<file path="src/rtl/uart_irq_pkg.sv">
package uart_irq_pkg;
  localparam int unsigned CTRL_W      = 4;
  localparam int unsigned CTRL_TX_EN  = 0;
  localparam int unsigned CTRL_RX_EN  = 1;
  localparam int unsigned CTRL_ERR_EN = 2;
  localparam int unsigned CTRL_THR2   = 3;

  typedef struct packed {
    logic thresh_two;
    logic err_en;
    logic rx_en;
    logic tx_en;
  } irq_ctrl_t;
endpackage

</file>
<file path="src/rtl/uart_irq_ctrl_reg.sv">
module uart_irq_ctrl_reg
  import uart_irq_pkg::*;
(
  input  logic              clk_i,
  input  logic              rst_ni,
  input  logic              we_i,
  input  logic [CTRL_W-1:0] wdata_i,
  output irq_ctrl_t         ctrl_o
);
  irq_ctrl_t ctrl_q;

  always_ff @(posedge clk_i or negedge rst_ni) begin
    if (!rst_ni)   ctrl_q <= '0;
    else if (we_i) ctrl_q <= irq_ctrl_t'(wdata_i);
  end

  assign ctrl_o = ctrl_q;
endmodule

</file>
<file path="src/rtl/uart_irq_err_flag.sv">
module uart_irq_err_flag (
  input  logic clk_i,
  input  logic rst_ni,
  input  logic set_i,
  input  logic clr_i,
  output logic flag_o
);
  logic flag_q;

  // set wins over a simultaneous clear so no error is lost
  always_ff @(posedge clk_i or negedge rst_ni) begin
    if (!rst_ni)     flag_q <= 1'b0;
    else if (set_i)  flag_q <= 1'b1;
    else if (clr_i)  flag_q <= 1'b0;
  end

  assign flag_o = flag_q;
endmodule

</file>
<file path="src/rtl/uart_irq_combine.sv">
module uart_irq_combine
  import uart_irq_pkg::*;
#(
  parameter int unsigned ERR_W = 3
) (
  input  irq_ctrl_t        ctrl_i,
  input  logic [ERR_W-1:0] err_flags_i,
  input  logic             tx_empty_i,
  input  logic             rx_one_i,
  input  logic             rx_two_i,
  output logic             irq_o
);
  logic tx_cause, rx_level, rx_cause, err_cause;

  always_comb begin
    rx_level  = ctrl_i.thresh_two ? rx_two_i : rx_one_i;
    tx_cause  = ctrl_i.tx_en  & tx_empty_i;
    rx_cause  = ctrl_i.rx_en  & rx_level;
    err_cause = ctrl_i.err_en & (|err_flags_i);
    irq_o     = tx_cause | rx_cause | err_cause;
  end
endmodule

</file>
<file path="src/rtl/uart_irq.sv">
module uart_irq
  import uart_irq_pkg::*;
#(
  parameter int unsigned ERR_W = 3
) (
  input  logic              clk_i,
  input  logic              rst_ni,
  input  logic              ctrl_we_i,
  input  logic [CTRL_W-1:0] ctrl_wdata_i,
  input  logic              err_clr_we_i,
  input  logic [ERR_W-1:0]  err_clr_i,
  input  logic [ERR_W-1:0]  err_set_i,
  input  logic              tx_empty_i,
  input  logic              rx_one_i,
  input  logic              rx_two_i,
  output logic [CTRL_W-1:0] ctrl_o,
  output logic [ERR_W-1:0]  err_flags_o,
  output logic              irq_o
);
  irq_ctrl_t        ctrl;
  logic [ERR_W-1:0] flags;

  uart_irq_ctrl_reg u_ctrl (
    .clk_i   (clk_i),
    .rst_ni  (rst_ni),
    .we_i    (ctrl_we_i),
    .wdata_i (ctrl_wdata_i),
    .ctrl_o  (ctrl)
  );

  for (genvar k = 0; k < ERR_W; k++) begin : g_err
    uart_irq_err_flag u_flag (
      .clk_i  (clk_i),
      .rst_ni (rst_ni),
      .set_i  (err_set_i[k]),
      .clr_i  (err_clr_we_i & err_clr_i[k]),
      .flag_o (flags[k])
    );
  end

  uart_irq_combine #(.ERR_W(ERR_W)) u_comb (
    .ctrl_i      (ctrl),
    .err_flags_i (flags),
    .tx_empty_i  (tx_empty_i),
    .rx_one_i    (rx_one_i),
    .rx_two_i    (rx_two_i),
    .irq_o       (irq_o)
  );

  assign ctrl_o      = ctrl;
  assign err_flags_o = flags;
endmodule

</file>
<file path="config.mk">
export PLATFORM = sky130hd
export DESIGN_NAME = uart_irq
export DESIGN_NICKNAME = d
export VERILOG_FILES = /design/src/rtl/uart_irq_pkg.sv /design/src/rtl/uart_irq_ctrl_reg.sv /design/src/rtl/uart_irq_err_flag.sv /design/src/rtl/uart_irq_combine.sv /design/src/rtl/uart_irq.sv
export SDC_FILE = /design/constraint.sdc
export NUM_CORES = 1
export LEC_CHECK = 0
export ABC_AREA = 1
export BUFFER_PORTS_ARGS = -buffer_cell sky130_fd_sc_hd__buf_2
export CORE_MARGIN = 10
export CORE_UTILIZATION = 25
export CTS_CLUSTER_DIAMETER = 200
export DETAILED_ROUTE_END_ITERATION = 7
export PLACE_DENSITY = 0.56
export SLEW_MARGIN = 40
export SYNTH_ARGS = -nofsm -noshare
export SYNTH_HDL_FRONTEND = slang
export SYNTH_SLANG_ARGS = --single-unit
</file>
<file path="constraint.sdc">
create_clock -name clk_i -period 0.9 [get_ports clk_i]
set_clock_uncertainty 0.15 [all_clocks]
set_input_delay 0.18 -clock clk_i [delete_from_list [all_inputs] [get_ports clk_i]]
set_output_delay 0.18 -clock clk_i [all_outputs]
set_load 0.005 [all_outputs]
</file>
==> results.py <==
metrics = {
    "run_status": {
        "status": "complete, but fails checks",
        "failed_checks": "hold timing, setup timing",
    },
    "worst_hold_path": {
        "hold_class": "input port to register",
    },
    "routing": {
        "drt_wl_total_microns": 905,
        "antenna_left": 0,
        "wl_per_cell_microns": 10.8,
        "avgViaCountPerCell": 4.07,
        "routed-via-count": 342,
        "drt_first_pass_iters": 2,
        "drc": 0,
        "initialDrtViolationCount": 7,
    },
    "timing": {
        "whs_ns": -0.0510,
        "layout_setup_ws_ns": -0.457,
        "rsz0062_at_grt": "yes",
        "worst_pin_slew_ns": 0.164,
        "slew_violations": 0,
        "fmax_mhz": 737,
        "relSlewSlack_pct": 89.0,
        "final_hold_viol_count": 7,
        "layout_min_cycle_time_ns": 1.36,
        "period_share_pct": 151,
        "setup_viol": 11,
    },
    "setup_path": {
        "required_ns": 0.57,
        "path_class": "register to primary output",
        "crit_fanout": 2,
        "crit_arrival_ns": 1.03,
        "cp-end-kind": "primary output",
        "cp-start-kind": "register",
    },
    "floorplan": {
        "design.core.area_sq_mm": 0.00117,
        "die_h_microns": 56.1,
        "dieWidth_microns": 56.1,
        "dieArea_sq_mm": 0.00314,
        "top_level_ports": 25,
        "num_rows": 12,
        "start_util_pct": 27.8,
    },
    "clocking": {
        "clkLatencyLatePin_ns": 0.26,
        "clock-root-buffer": "clkbuf_4",
        "cts_buffers": 3,
        "htree_levels": 1,
        "cts_hold_buffers": 1,
        "clkTransAtPathRegs_ns": 0.06,
        "clock_path_buffers": 2,
        "cts.sinks": 7,
        "cts_tree": "done",
    },
    "synthesis": {
        "seq_area_frac_synth_pct": 53.8,
        "yosysWarnings": 0,
        "syn_nets": 56,
        "synth-seq-cells": 7,
        "syn_avg_cell_area_sq_um": 8.34,
        "yosysUniqueCellTypes": 10,
        "syn_area_sq_um": 325,
        "ys_top_cells_by_area": "dfrtp_1 54%, nand2_1 13%, inv_1 8.1%",
        "synth_top_area_cell": "dfrtp_1",
        "netlist.area_leader.share_pct": 53.8,
        "synth_cells": 39,
    },
    "finish": {
        "regArea_sq_um": 175,
        "n_fill_cell": 125,
        "multiInputGateArea_sq_um": 105,
        "layout-drive-gt1-share_pct": 50.0,
        "final_cell_mix": "22 x buf_2, 11 x nand2_1, 7 x dfrtp_1, 6 x inv_1, 4 x buf_4",
        "synthToLayoutAreaGrowth_pct": 64.6,
        "mostFrequentLayoutCell": "buf_2",
        "diodes": 0,
        "final_nets": 88,
        "fin_util_pct": 45.7,
    },
    "pwr": {
        "power_frac_comb_pct": 20.7,
        "p_per_area_mw_per_mm2": 1520,
        "switching_share_pct": 26.0,
        "p_clk_share_pct": 35.9,
        "seq_power_share_pct": 43.4,
        "p_leak_uw": 0.000302,
        "power_switching_uw": 212,
        "peakVddDrop_uv": 977,
        "p_int_uw": 603,
    },
    "global_route": {
        "grt_overflow": 0,
        "grt_pass1_vias": 388,
        "grt_use_total_pct": 6.30,
        "grt_pass1_wl_microns": 1590,
        "grt_max_degree": 9,
        "antenna_found_initial": 0,
    },
    "placed_design": {
        "globalplace.congestion": 0.662,
        "io_buffer_count": 24,
        "dp_hpwl_microns": 763,
        "dp_slack_ns": -0.206,
    },
    "run": {
        "drv_cap": 0,
    },
}
-- per-stage QoR --
stage | instance area (sq um) | TNS [ns] | power (uW) | hold slack [ns] | instances
2_1_floorplan | 325 | -0.0584 | 416 | -0.266 | 39
6_report | 536 | -2.54 | 815 | -0.0510 | 84
3_5_place_dp | 463 | -0.386 | 502 | -0.126 | 77
5_1_grt | 536 | -3.18 | 886 | -0.0701 | 84
3_3_place_gp | 463 | -0.376 | 501 | -0.128 | 77
4_1_cts | 513 | -2.40 | 818 | -0.0601 | 82
-- what timing repair did --
| item | CTS | global route |
|---|---|---|
| endpoints found under the hold margin | 14 | 6 |
| gates resized for setup | 3 | 4 |
| setup endpoints to repair | 11 | 12 |
| pin swaps | 0 | 1 |
| buffers inserted | 1 | 3 |
-- final timing paths --
check                                        from                     end  slack, ns  cells past startpoint
min in group asynchronous                  rst_ni        u_ctrl.ctrl_o[1]       0.14                      2
setup reg to reg           g_err[0].u_flag.flag_o  g_err[0].u_flag.flag_o      -0.11                      3
hold / removal                       err_set_i[1]  g_err[1].u_flag.flag_o      -0.05                      2
hold reg to reg                  u_ctrl.ctrl_o[0]        u_ctrl.ctrl_o[0]       0.41                      2
setup / recovery           g_err[0].u_flag.flag_o                   irq_o      -0.46                      5
max in group asynchronous                  rst_ni  g_err[0].u_flag.flag_o       0.30                      2
-- worst max-delay path, stage by stage, from the launching register on --
cell and delay, ns:
dfrtp_1 0.37, nor2_1 0.11, nand2_1 0.06, nand2_1 0.05
nand3_1 0.06, buf_2 0.13
-- power by group through the flow --
stage	registers [uW]	logic [uW]	clock network (uW)
finish	354	169	293
global route	359	195	333
CTS	355	156	307
detailed placement	360	142	0
global placement	360	141	0
floorplan	363	53.1	0
-- state kept, by name, summed over array words and instances (netlist names) --
register,count
g_err.u_flag.flag_o,3
u_ctrl.ctrl_o,4
-- routing by layer --
| metal | global-route usage (%) | part of all wire (%) |
|---|---|---|
| met1 | 6.50 | 41 |
| met2 | 8.82 | 45 |
| met3 | 6.61 | 14 |
| met4 | 1.02 | 0 |
| met5 | 0 | 0 |
-- cell families (layout without fill, tap and decap cells) --
logic type / after synthesis / in the layout / share of synthesized area, %
simple gates: 15 / 15 / 18.8
buf+inv: 10 / 41 / 15.0
compound gates: 7 / 7 / 12.3
flops: 7 / 7 / 53.8
-- final cells by class --
| cell class | count | area share (%) |
|---|---|---|
| clock buffers | 3 | 4.21 |
| clock inverters | 1 | 0.935 |
| inverters | 7 | 4.91 |
| multi-input cells | 22 | 19.6 |
| flip-flops and latches | 7 | 32.7 |
| well taps | 14 | 3.27 |
| repair buffers | 30 | 34.3 |
-- synthesized netlist by cell type --
| cell | number |
|---|---|
| nand2_1 | 11 |
| nor2_1 | 1 |
| a21o_1 | 2 |
| a21oi_1 | 1 |
| buf_4 | 3 |
| inv_1 | 7 |
| dfrtp_1 | 7 |
| or2_1 | 1 |
| o21ai_0 | 4 |
| nand3_1 | 2 |
Power figures use the tool's default switching activity.
